<file path="src/rtl/mcf_pkg.sv">
`timescale 1ns/1ps
package mcf_pkg;
  localparam int OPC_W = 6;
  localparam int ST_W  = 4;
  localparam int SEL_W = 2;

  typedef enum logic [ST_W-1:0] {
    S_FETCH   = 4'd0,
    S_DECODE  = 4'd1,
    S_ADDR    = 4'd2,
    S_LD_MEM  = 4'd3,
    S_LD_WB   = 4'd4,
    S_ST_MEM  = 4'd5,
    S_R_EXE   = 4'd6,
    S_R_WB    = 4'd7,
    S_BEQ     = 4'd8,
    S_JMP     = 4'd9,
    S_TRAP_UD = 4'd10,
    S_TRAP_OV = 4'd11
  } state_t;

  localparam logic [OPC_W-1:0] OPC_RTYPE = 6'b000000;
  localparam logic [OPC_W-1:0] OPC_LOAD  = 6'b100011;
  localparam logic [OPC_W-1:0] OPC_STORE = 6'b101011;
  localparam logic [OPC_W-1:0] OPC_BEQ   = 6'b000100;
  localparam logic [OPC_W-1:0] OPC_JUMP  = 6'b000010;

  localparam logic [SEL_W-1:0] ALU_ADD   = 2'b00;
  localparam logic [SEL_W-1:0] ALU_SUB   = 2'b01;
  localparam logic [SEL_W-1:0] ALU_FUNCT = 2'b10;

  localparam logic [SEL_W-1:0] OPB_REG    = 2'b00;
  localparam logic [SEL_W-1:0] OPB_FOUR   = 2'b01;
  localparam logic [SEL_W-1:0] OPB_IMM    = 2'b10;
  localparam logic [SEL_W-1:0] OPB_IMM_SH = 2'b11;

  localparam logic [SEL_W-1:0] PCS_ALU  = 2'b00;
  localparam logic [SEL_W-1:0] PCS_HELD = 2'b01;
  localparam logic [SEL_W-1:0] PCS_JMP  = 2'b10;
  localparam logic [SEL_W-1:0] PCS_VEC  = 2'b11;

  typedef struct packed {
    logic             reg_dst;
    logic             reg_we;
    logic             alu_a_sel;
    logic             mem_rd;
    logic             mem_wr;
    logic             wb_from_mem;
    logic             addr_from_alu;
    logic             ir_we;
    logic             pc_we;
    logic             pc_we_if_zero;
    logic [SEL_W-1:0] alu_op;
    logic [SEL_W-1:0] alu_b_sel;
    logic [SEL_W-1:0] pc_src;
    logic             exc_cause;
    logic             epc_we;
    logic             cause_we;
  } ctrl_t;
endpackage

</file>
<file path="src/rtl/mcf_next.sv">
`timescale 1ns/1ps
module mcf_next
  import mcf_pkg::*;
(
  input  state_t           cur,
  input  logic [OPC_W-1:0] opcode,
  input  logic             alu_ovf,
  output state_t           nxt
);
  always_comb begin
    nxt = S_FETCH;
    case (cur)
      S_FETCH:  nxt = S_DECODE;
      S_DECODE: begin
        case (opcode)
          OPC_RTYPE: nxt = S_R_EXE;
          OPC_LOAD:  nxt = S_ADDR;
          OPC_STORE: nxt = S_ADDR;
          OPC_BEQ:   nxt = S_BEQ;
          OPC_JUMP:  nxt = S_JMP;
          default:   nxt = S_TRAP_UD;
        endcase
      end
      S_ADDR:   nxt = (opcode == OPC_LOAD) ? S_LD_MEM : S_ST_MEM;
      S_LD_MEM: nxt = S_LD_WB;
      // overflow is looked at only here; elsewhere the flag is a don't-care
      S_R_EXE:  nxt = alu_ovf ? S_TRAP_OV : S_R_WB;
      default:  nxt = S_FETCH;
    endcase
  end
endmodule

</file>
<file path="src/rtl/mcf_outputs.sv">
`timescale 1ns/1ps
module mcf_outputs
  import mcf_pkg::*;
(
  input  state_t cur,
  output ctrl_t  ctl
);
  always_comb begin
    ctl = '0;
    case (cur)
      S_FETCH: begin
        ctl.mem_rd    = 1'b1;
        ctl.ir_we     = 1'b1;
        ctl.pc_we     = 1'b1;
        ctl.alu_b_sel = OPB_FOUR;
        ctl.alu_op    = ALU_ADD;
        ctl.pc_src    = PCS_ALU;
      end
      S_DECODE: begin
        ctl.alu_b_sel = OPB_IMM_SH;
        ctl.alu_op    = ALU_ADD;
      end
      S_ADDR: begin
        ctl.alu_a_sel = 1'b1;
        ctl.alu_b_sel = OPB_IMM;
        ctl.alu_op    = ALU_ADD;
      end
      S_LD_MEM: begin
        ctl.addr_from_alu = 1'b1;
        ctl.mem_rd        = 1'b1;
      end
      S_LD_WB: begin
        ctl.wb_from_mem = 1'b1;
        ctl.reg_we      = 1'b1;
      end
      S_ST_MEM: begin
        ctl.addr_from_alu = 1'b1;
        ctl.mem_wr        = 1'b1;
      end
      S_R_EXE: begin
        ctl.alu_a_sel = 1'b1;
        ctl.alu_b_sel = OPB_REG;
        ctl.alu_op    = ALU_FUNCT;
      end
      S_R_WB: begin
        ctl.reg_dst = 1'b1;
        ctl.reg_we  = 1'b1;
      end
      S_BEQ: begin
        ctl.alu_a_sel     = 1'b1;
        ctl.alu_b_sel     = OPB_REG;
        ctl.alu_op        = ALU_SUB;
        ctl.pc_src        = PCS_HELD;
        ctl.pc_we_if_zero = 1'b1;
      end
      S_JMP: begin
        ctl.pc_src = PCS_JMP;
        ctl.pc_we  = 1'b1;
      end
      S_TRAP_UD, S_TRAP_OV: begin
        ctl.alu_b_sel = OPB_FOUR;
        ctl.alu_op    = ALU_SUB;
        ctl.pc_src    = PCS_VEC;
        ctl.pc_we     = 1'b1;
        ctl.epc_we    = 1'b1;
        ctl.cause_we  = 1'b1;
        ctl.exc_cause = (cur == S_TRAP_OV);
      end
      default: ctl = '0;
    endcase
  end
endmodule

</file>
<file path="src/rtl/mc_ctrl_fsm.sv">
`timescale 1ns/1ps
module mc_ctrl_fsm
  import mcf_pkg::*;
(
  input  logic             clk,
  input  logic             rst_n,
  input  logic [OPC_W-1:0] opcode,
  input  logic             alu_ovf,
  output logic             reg_dst,
  output logic             reg_we,
  output logic             alu_a_sel,
  output logic             mem_rd,
  output logic             mem_wr,
  output logic             wb_from_mem,
  output logic             addr_from_alu,
  output logic             ir_we,
  output logic             pc_we,
  output logic             pc_we_if_zero,
  output logic [SEL_W-1:0] alu_op,
  output logic [SEL_W-1:0] alu_b_sel,
  output logic [SEL_W-1:0] pc_src,
  output logic             exc_cause,
  output logic             epc_we,
  output logic             cause_we
);
  state_t st_q;
  state_t st_d;
  ctrl_t  ctl;

  mcf_next u_next (
    .cur     (st_q),
    .opcode  (opcode),
    .alu_ovf (alu_ovf),
    .nxt     (st_d)
  );

  mcf_outputs u_out (
    .cur (st_q),
    .ctl (ctl)
  );

  always_ff @(posedge clk or negedge rst_n) begin
    if (!rst_n) st_q <= S_FETCH;
    else        st_q <= st_d;
  end

  assign reg_dst       = ctl.reg_dst;
  assign reg_we        = ctl.reg_we;
  assign alu_a_sel     = ctl.alu_a_sel;
  assign mem_rd        = ctl.mem_rd;
  assign mem_wr        = ctl.mem_wr;
  assign wb_from_mem   = ctl.wb_from_mem;
  assign addr_from_alu = ctl.addr_from_alu;
  assign ir_we         = ctl.ir_we;
  assign pc_we         = ctl.pc_we;
  assign pc_we_if_zero = ctl.pc_we_if_zero;
  assign alu_op        = ctl.alu_op;
  assign alu_b_sel     = ctl.alu_b_sel;
  assign pc_src        = ctl.pc_src;
  assign exc_cause     = ctl.exc_cause;
  assign epc_we        = ctl.epc_we;
  assign cause_we      = ctl.cause_we;

  // fetch always hands over to decode
  a_r2_fetch_to_decode: assert property (@(posedge clk) disable iff (!rst_n)
    (ir_we && mem_rd) |=> (alu_b_sel == OPB_IMM_SH && !pc_we && !mem_rd));

  // overflow in register execute leads to the overflow trap, no write-back
  a_r5_ovf_to_trap: assert property (@(posedge clk) disable iff (!rst_n)
    (st_q == S_R_EXE && alu_ovf) |=> (cause_we && exc_cause && !reg_we));

  // branch completes and returns to fetch
  a_r8_beq_done: assert property (@(posedge clk) disable iff (!rst_n)
    pc_we_if_zero |=> (ir_we && mem_rd));

  // jump completes and returns to fetch
  a_r9_jump_done: assert property (@(posedge clk) disable iff (!rst_n)
    (pc_we && pc_src == PCS_JMP) |=> (ir_we && mem_rd));

  // a trap step lasts one cycle, then fetch
  a_r10_trap_return: assert property (@(posedge clk) disable iff (!rst_n)
    cause_we |=> (ir_we && !cause_we));

  // no conflicting enables
  a_r12_enable_excl: assert property (@(posedge clk) disable iff (!rst_n)
    !(mem_rd && mem_wr) && !(pc_we && pc_we_if_zero) && !(reg_we && mem_wr));
endmodule

</file>
<file path="config.mk">
export PLATFORM = sky130hd
export DESIGN_NAME = mc_ctrl_fsm
export DESIGN_NICKNAME = d
export VERILOG_FILES = /design/src/rtl/mcf_pkg.sv /design/src/rtl/mcf_next.sv /design/src/rtl/mcf_outputs.sv /design/src/rtl/mc_ctrl_fsm.sv
export SDC_FILE = /design/constraint.sdc
export NUM_CORES = 1
export LEC_CHECK = 0
export ABC_AREA = 0
export BUFFER_PORTS_ARGS = -buffer_cell sky130_fd_sc_hd__buf_2
export CAP_MARGIN = 20
export CORE_AREA = 2 2 39 41
export DETAILED_ROUTE_END_ITERATION = 10
export DIE_AREA = 0 0 41 43
export GPL_ROUTABILITY_DRIVEN = 0
export GPL_TIMING_DRIVEN = 0
export PLACE_DENSITY = 0.62
export SYNTH_ARGS = -nofsm -noshare
export SYNTH_HDL_FRONTEND = slang
export SYNTH_SLANG_ARGS = --single-unit
</file>
<file path="constraint.sdc">
create_clock -name clk -period 3.4 [get_ports clk]
set_input_delay 0.51 -clock clk [delete_from_list [all_inputs] [get_ports clk]]
set_output_delay 0.51 -clock clk [all_outputs]
set_load 0.02 [all_outputs]
</file>
## Word-level counts from Yosys, hierarchy flattened

Index checks and enable logic that the tools add are counted.

- Bits in registers: 4
- Input bits: 9
- Output and inout port bits: 19
- Logic and storage cells: 42

- Equal/unequal tests: 15
- Mux-type cells: 17
- Reductions and logical operators: 9

Operators with widths:

| kind | number |
|---|---|
| 4-bit case mux with 6 select lines | 1 |
| 4-bit case mux with 5 select lines | 1 |
| 4-bit by 3-bit == test with 1-bit output, second input constant | 4 |
| 4-bit == test, second input constant | 4 |
| 4-bit case mux with 4 select lines | 1 |
| 6-bit == test, second input constant | 2 |
| 1-bit two-way mux | 10 |
| 2-bit OR reduction | 5 |
| 4-bit by 2-bit == test with 1-bit output, second input constant | 2 |
| 6-bit by 2-bit == test with 1-bit output, second input constant | 1 |
| 6-bit by 3-bit == test with 1-bit output, second input constant | 1 |
| 6-bit zero test | 1 |
| 3-bit two-way mux | 2 |
| 2-bit case mux with 3 select lines | 1 |
| 4-bit by 1-bit == test with 1-bit output, second input constant | 1 |
| 4-bit zero test | 1 |
| 4-bit two-way mux | 1 |
| 4-bit OR reduction | 1 |
| 3-bit OR reduction | 1 |

## Longest topological paths before layout

Gate-level depths: netlist (run 1).

- Depth in word-level cells: 4
- Depth in mapped cells: 4
- Mapped depth without buffers: 3

## By module

From an unflattened synthesis (run 1), not the netlist that was laid out.

- Cells, all modules: 60
- Area, all modules: 493.0 sq um

Modules (own cells, without submodules):

| module | times used | cells each | area each (sq um) | sequential area each (sq um) |
|---|---|---|---|---|
| mcf_outputs | 1 | 32 | 227.7 | 0.0 |
| mcf_next | 1 | 24 | 165.2 | 0.0 |
| mc_ctrl_fsm | 1 | 4 | 100.1 | 100.1 |

## Least setup slack after synthesis (run 1)

OpenSTA, ideal clock, no wires.

- Path type: reg-to-output
- Start: reg st_q[3]
- End: out alu_a_sel
- Arrival time: 1.541 ns
- Required time: 2.890 ns
- Setup slack: 1.349 ns
- Cell stages (with the launch flop): 5
- Cells stage by stage: dfrtp_1 clkbuf_1 nand2b_1 nor3_1 a21o_1

- Cells in the longest elaborated chain, start to end: 3
- Elaborated cells on any way between the ends: 5
- Classes of those cells: 3 x eq/ne; 1 x mux; 1 x reduce/logical

RTL lines:

| what | RTL line | source |
|---|---|---|
| start: declaration | mc_ctrl_fsm.sv:26 | `state_t st_q;` |
| start signal: assignment | mc_ctrl_fsm.sv:44 | `else st_q <= st_d;` |
| 4-bit by 2-bit == test with 1-bit output (tied with other cells) | mcf_outputs.sv:10 | `case (cur)` |
| 3-bit OR reduction (no line) * | - |  |
| 1-bit two-way mux * | mcf_outputs.sv:10 |  |
| end: declaration | mc_ctrl_fsm.sv:11 | `output logic alu_a_sel,` |

Every way passes the cells marked *; elsewhere a longest branch is shown, timed or not.

## Worst setup path in the final report (run 1)

Ends and elaborated chain as after synthesis.

==> results.py, run 1 <==
metrics = {
    "routing": {
        "ant_nets": 0,
        "vias": 508,
        "wl_mm": 1.154,
        "vias_per_cell": 4.980,
        "wire_per_inst_um": 11.31,
        "drc": 0,
        "drtIter0Drc": 5,
        "dr.pass1.iters": 4,
    },
    "yosys": {
        "synth_top_area_cell": "dfrtp_1",
        "ys_seq_area_frac": 0.2381,
        "yosys-top-cells-area": "dfrtp_1 24%, nor3_1 11%, xnor2_1 6.2%",
        "synth.distinct_cells": 29,
        "synth_cells": 56,
        "ys_seq_elements": 4,
        "mappedNetlistNets": 65,
        "syn_area_per_cell_um2": 7.507,
        "yosysWarnings": 0,
        "synth_top_area_frac": 0.2381,
        "netlist_area_um2": 420.4,
    },
    "timing": {
        "maxSlewViolCount": 0,
        "rsz0062_at_grt": "no",
        "max_freq_mhz": 470.3,
        "finalSetupViolations": 0,
        "tns_ns": 0,
        "skew_ns": 0.0003624,
        "worst_pin_slew_ns": 0.5264,
        "final_hold_viol_count": 0,
        "period_needed_ns": 2.126,
        "finalCritPeriodShare": 0.6253,
        "slew_headroom": 0.6442,
    },
    "finish": {
        "mostFrequentLayoutCells": "28 x buf_2, 9 x nor3_1, 6 x nor2_1",
        "nets": 97,
        "reg_top3": "st_q (4)",
        "multi_input_area_um2": 285.3,
        "antennaDiodeCount": 0,
        "largest_register_ff_count": 4,
        "layout_commonest_cell": "buf_2",
        "fillCellCount": 145,
        "area_delta_synth_final_pct": 42.26,
        "largest-register": "st_q",
        "drive_above_1_share": 0.4070,
        "seq_area_um2": 100.1,
    },
    "global_routing": {
        "antenna_found_initial": 0,
        "gr-usage-all-layers": 0.1452,
        "gr-total-overflow": 0,
        "grt_pass1_wl_mm": 1.738,
        "grt_start_max_net_pins": 11,
        "grt_pass1_vias": 444,
    },
    "clocking": {
        "clock_latency_ns": 0.23,
        "htreeDepth": 1,
        "clockBufferDepth": 2,
        "cts_made_buffers": 3,
        "root_buffer": "clkbuf_4",
        "clk_pin_slew_ns": 0.03,
        "postCtsHoldBufs": 0,
        "cts_setup_buffers": 0,
        "cts_tree": "done",
        "clock-sinks": 4,
        "cts.repair.resized": 0,
    },
    "worst_setup_path": {
        "required_ns": 2.89,
        "crit_path_end_kind": "output port",
        "arrival_ns": 1.62,
        "crit_fanout": 10,
        "max_stage_delay_ns": 0.36,
        "regToRegStartpoint": "st_q[3]$_DFF_PN0_",
        "cp_num_buf_inv": 2,
        "start_kind": "register",
        "r2r_end": "st_q[2]$_DFF_PN0_",
        "path_cells": "clkbuf_1, nand2b_1, nor3_1, a21o_1, buf_2",
        "criticalPathCategory": "register to output port",
        "crit_family": "buffers and inverters",
        "reg2reg_depth": 4,
        "r2r_setup_slack_ns": 1.95,
        "crit_slowest_cell": "clkbuf_1",
    },
    "place": {
        "dp_hpwl_um": 913.7,
        "port-buffer-count": 27,
    },
    "floorplan": {
        "die_w_um": 41,
        "die_area_um2": 1763,
        "num_rows": 14,
        "start_util": 0.3038,
        "io_pins": 28,
        "die_y_um": 43,
        "core_area_um2": 1384,
    },
    "pwr": {
        "peakVddDrop_mv": 0.4211,
        "p_leak_uw": 0.0003066,
        "p_total_uw": 634.5,
        "p_per_area_nw_per_um2": 1061,
    },
    "job": {
        "max_cap_violations": 0,
    },
    "worst_hold_path": {
        "holdCritPathClass": "input pin to asynchronous set/reset pin",
    },
    "run_status": {
        "outcome": "finished clean",
    },
}
## Yosys cell counts
master and number:
o21ai_0 1, nand4b_1 1, or3_1 1, a31o_2 1, inv_1 3, xnor2_1 3
nor4b_1 1, nor3b_1 2, a21o_1 1, nor2_1 6, a21oi_1 2, buf_1 2
a41o_2 1, dfrtp_1 4, nand3b_1 1, a32o_1 1, xor2_1 1, nor4_1 1
clkbuf_1 1, nor3_1 9, nor2b_1 4, buf_4 1, o21a_1 1, or4_4 1
o221ai_1 1, buf_2 1, nand2b_1 2, nand2_1 1, a221oi_1 1
## metrics by stage
step                      hold WS, ns  std cells  instance area (µm²)    util  worst slack, ns
after global routing          0.06972        102                598.1  0.4322            1.151
after detailed placement       0.3160         99                575.6  0.4159            1.484
after CTS                     0.06894        102                598.1  0.4322            1.260
final                         0.07738        102                598.1  0.4322            1.274
after global placement         0.3134         99                575.6  0.4159            1.508
after floorplan                0.2144         56                420.4       -            1.349
## report_power, final
group | switching, µW | total (µW) | internal, µW | leakage [µW]
sequential | 14.7 | 83.7 | 69.0 | 0.0000515
combinational | 317 | 495 | 178 | 0.000241
clock | 16.4 | 55.6 | 39.3 | 0.0000138
## routing by layer
metal,share of wire,GRT usage
met4,0,0.1067
met5,0,0
met1,0.44,0.1498
met2,0.50,0.2313
met3,0.062,0.04188
## logic make-up after synthesis
kind of cell / count (synthesis) / share of synthesized area
flip-flops: 4 / 0.2381
AND/OR/NAND/NOR: 30 / 0.4107
buffers and inverters: 8 / 0.08332
AO/OA/AOI/OAI: 10 / 0.1845
XOR/XNOR: 4 / 0.08335
## worst max-delay path by stage
stage               slack [ns]           endpoint  cells after the start              start
floorplan                 1.35          alu_a_sel                      4  st_q[3]$_DFF_PN0_
global placement          1.51  st_q[3]$_DFF_PN0_                      4          opcode[0]
detailed placement        1.48  st_q[3]$_DFF_PN0_                      4          opcode[0]
CTS                       1.26          alu_a_sel                      5  st_q[3]$_DFF_PN0_
global route              1.15          alu_a_sel                      5  st_q[3]$_DFF_PN0_
finish                    1.27          alu_a_sel                      5  st_q[3]$_DFF_PN0_
## cell type report
class / instances / area share
sequential: 4 / 0.1674
inverter: 3 / 0.01883
tap: 16 / 0.03347
multi-input combinational: 44 / 0.4770
buffer: 5 / 0.03975
clock buffer: 3 / 0.03766
timing repair buffer: 27 / 0.2259
Power figures use the tool's default switching activity.
==> run 2: changes to the inputs <==
Clock period 3.4 ns to 2 ns, I/O delays scaled along.
==> run 2 against run 1 <==
Non-clock buffer count did not move. Total power rose by 70%. Flip-flop and latch count did not move. Sequential power rose by 91%. Clock skew did not move. Die area did not move. Clock power rose by 70%. Routed wire length rose by 0.69%. Worst setup slack got worse by 1.0 ns. Global-route usage did not move. Largest power group unchanged.
==> results.py, run 2 (synthesized netlist as in run 1, its figures left out) <==
metrics = {
    "worst_setup_path": {
        "criticalPathCategory": "register to output port",
        "endpoint": "alu_op[1]",
        "crit_fanout": 11,
        "r2r_setup_slack_ns": 0.63,
        "start_kind": "register",
        "reg2reg_depth": 3,
        "regToRegStartpoint": "st_q[3]$_DFF_PN0_",
        "required_ns": 1.70,
        "arrival_ns": 1.46,
        "startpoint": "st_q[3]$_DFF_PN0_",
        "r2r_end": "st_q[2]$_DFF_PN0_",
        "crit_path_end_kind": "output port",
    },
    "place": {
        "placed_area_um2": 575.6,
        "port-buffer-count": 27,
        "dp_hpwl_um": 913.7,
    },
    "clocking": {
        "cts_made_buffers": 3,
        "root_buffer": "clkbuf_4",
        "clock-sinks": 4,
        "cts_setup_buffers": 0,
        "clk_pin_slew_ns": 0.03,
        "cts_tree": "done",
        "htreeDepth": 1,
        "clockBufferDepth": 2,
        "clock_latency_ns": 0.23,
    },
    "routing": {
        "wl_mm": 1.162,
        "wire_per_inst_um": 11.39,
        "vias": 508,
        "vias_per_cell": 4.980,
        "drc": 0,
        "ant_nets": 0,
        "drtIter0Drc": 2,
        "dr.pass1.iters": 2,
    },
    "run_status": {
        "outcome": "finished clean",
    },
    "timing": {
        "max_freq_mhz": 568.1,
        "period_needed_ns": 1.760,
        "rsz0062_at_grt": "no",
        "final_hold_viol_count": 0,
        "skew_ns": 0.0003624,
        "finalCritPeriodShare": 0.8802,
        "tns_ns": 0,
        "maxSlewViolCount": 0,
        "slew_headroom": 0.6340,
        "worst_pin_slew_ns": 0.5413,
        "finalSetupViolations": 0,
    },
    "pwr": {
        "p_seq_frac": 0.148,
        "peakVddDrop_mv": 0.7244,
        "p_leak_uw": 0.0003127,
        "p_per_area_nw_per_um2": 1782,
        "pwr-share-clk": 0.088,
        "intPower_uw": 488.1,
        "p_switching_uw": 591.2,
        "sw_frac_of_total": 0.5478,
        "pwr-share-comb": 0.764,
    },
    "floorplan": {
        "die_y_um": 43,
        "die_area_um2": 1763,
        "core_area_um2": 1384,
        "die_w_um": 41,
        "io_pins": 28,
        "start_util": 0.3038,
        "num_rows": 14,
    },
    "finish": {
        "drive_above_1_share": 0.4186,
        "largest-register": "st_q",
        "nets": 97,
        "largest_register_ff_count": 4,
        "final_util": 0.4376,
        "layout_commonest_cell": "buf_2",
        "area_delta_synth_final_pct": 44.05,
        "antennaDiodeCount": 0,
        "fin_area_um2": 605.6,
        "reg_top3": "st_q (4)",
        "mostFrequentLayoutCells": "28 x buf_2, 9 x nor3_1, 6 x nor2_1",
    },
    "global_routing": {
        "grt_pass1_vias": 446,
        "grt_pass1_wl_mm": 1.738,
        "gr-usage-all-layers": 0.1452,
        "antenna_found_initial": 0,
        "grt_start_max_net_pins": 11,
        "gr-total-overflow": 0,
    },
    "job": {
        "max_cap_violations": 0,
    },
    "worst_hold_path": {
        "holdCritPathClass": "input pin to register",
    },
}
==> run 2: changes by cell type in the layout (fill, tap and decap cells not counted), sizes merged <==
cell         change
dlygate4sd3      +1
buf              -1
==> run 2: final cells by class <==
cell class / count / area (µm²)
Multi-Input combinational cell: 44 / 285.3
Buffer: 4 / 21.27
Sequential cell: 4 / 100.1
Clock buffer: 3 / 22.52
Fill cell: 142 / 778.2
Inverter: 3 / 11.26
Timing Repair Buffer: 28 / 145.1
Tap cell: 16 / 20.02
==> run 2: worst min-delay path by stage <==
stage / start / end / slack [ns] / cells after the start
finish: alu_ovf / st_q[3]$_DFF_PN0_ / 0.34 / 2
global route: alu_ovf / st_q[3]$_DFF_PN0_ / 0.34 / 2
CTS: alu_ovf / st_q[3]$_DFF_PN0_ / 0.33 / 2
detailed placement: rst_n / st_q[0]$_DFF_PN0_ / 0.11 / 1
global placement: rst_n / st_q[0]$_DFF_PN0_ / 0.10 / 1
floorplan: rst_n / st_q[0]$_DFF_PN0_ / 0.004 / 0
==> run 2: power groups by stage <==
| stage | Sequential [µW] | Combinational (µW) | Clock [µW] |
|---|---|---|---|
| CTS | 142 | 848 | 101 |
| global route | 167 | 913 | 106 |
| finish | 160 | 824 | 94.6 |
| floorplan | 137 | 617 | 0 |
| detailed placement | 143 | 844 | 0 |
| global placement | 142 | 843 | 0 |
==> run 2: metal layers <==
layer / GRT usage / vias to the layer above / part of all wire
met5: 0 / - / 0
met4: 0.1067 / 0 / 0
met3: 0.04188 / 0 / 0.061
met2: 0.2313 / 15 / 0.49
met1: 0.1498 / 230 / 0.44
li1: - / 263 / -
==> run 2: per-stage QoR <==
| stage | instances | setup WS (ns) | hold WS, ns | total power, µW |
|---|---|---|---|---|
| CTS | 103 | 0.06992 | 0.3334 | 1091 |
| finish | 102 | 0.2397 | 0.3361 | 1079 |
| floorplan | 56 | 0.1586 | 0.004409 | 754.4 |
| detailed placement | 99 | 0.2936 | 0.1060 | 986.7 |
| global placement | 99 | 0.3175 | 0.1034 | 985.2 |
| global route | 102 | 0.09052 | 0.3371 | 1186 |
==> run 2: critical path, stage by stage (launching register included) <==
cell and delay, ns:
dfrtp_1 0.49, nand2b_1 0.28, nor3_1 0.25, buf_2 0.22
==> run 2: timing repair <==
item / in CTS / in global routing
gates resized for setup: 0 / 1
hold endpoints to repair: 4 / 0
hold buffers: 1 / 0
endpoints found under the setup margin: 0 / 2
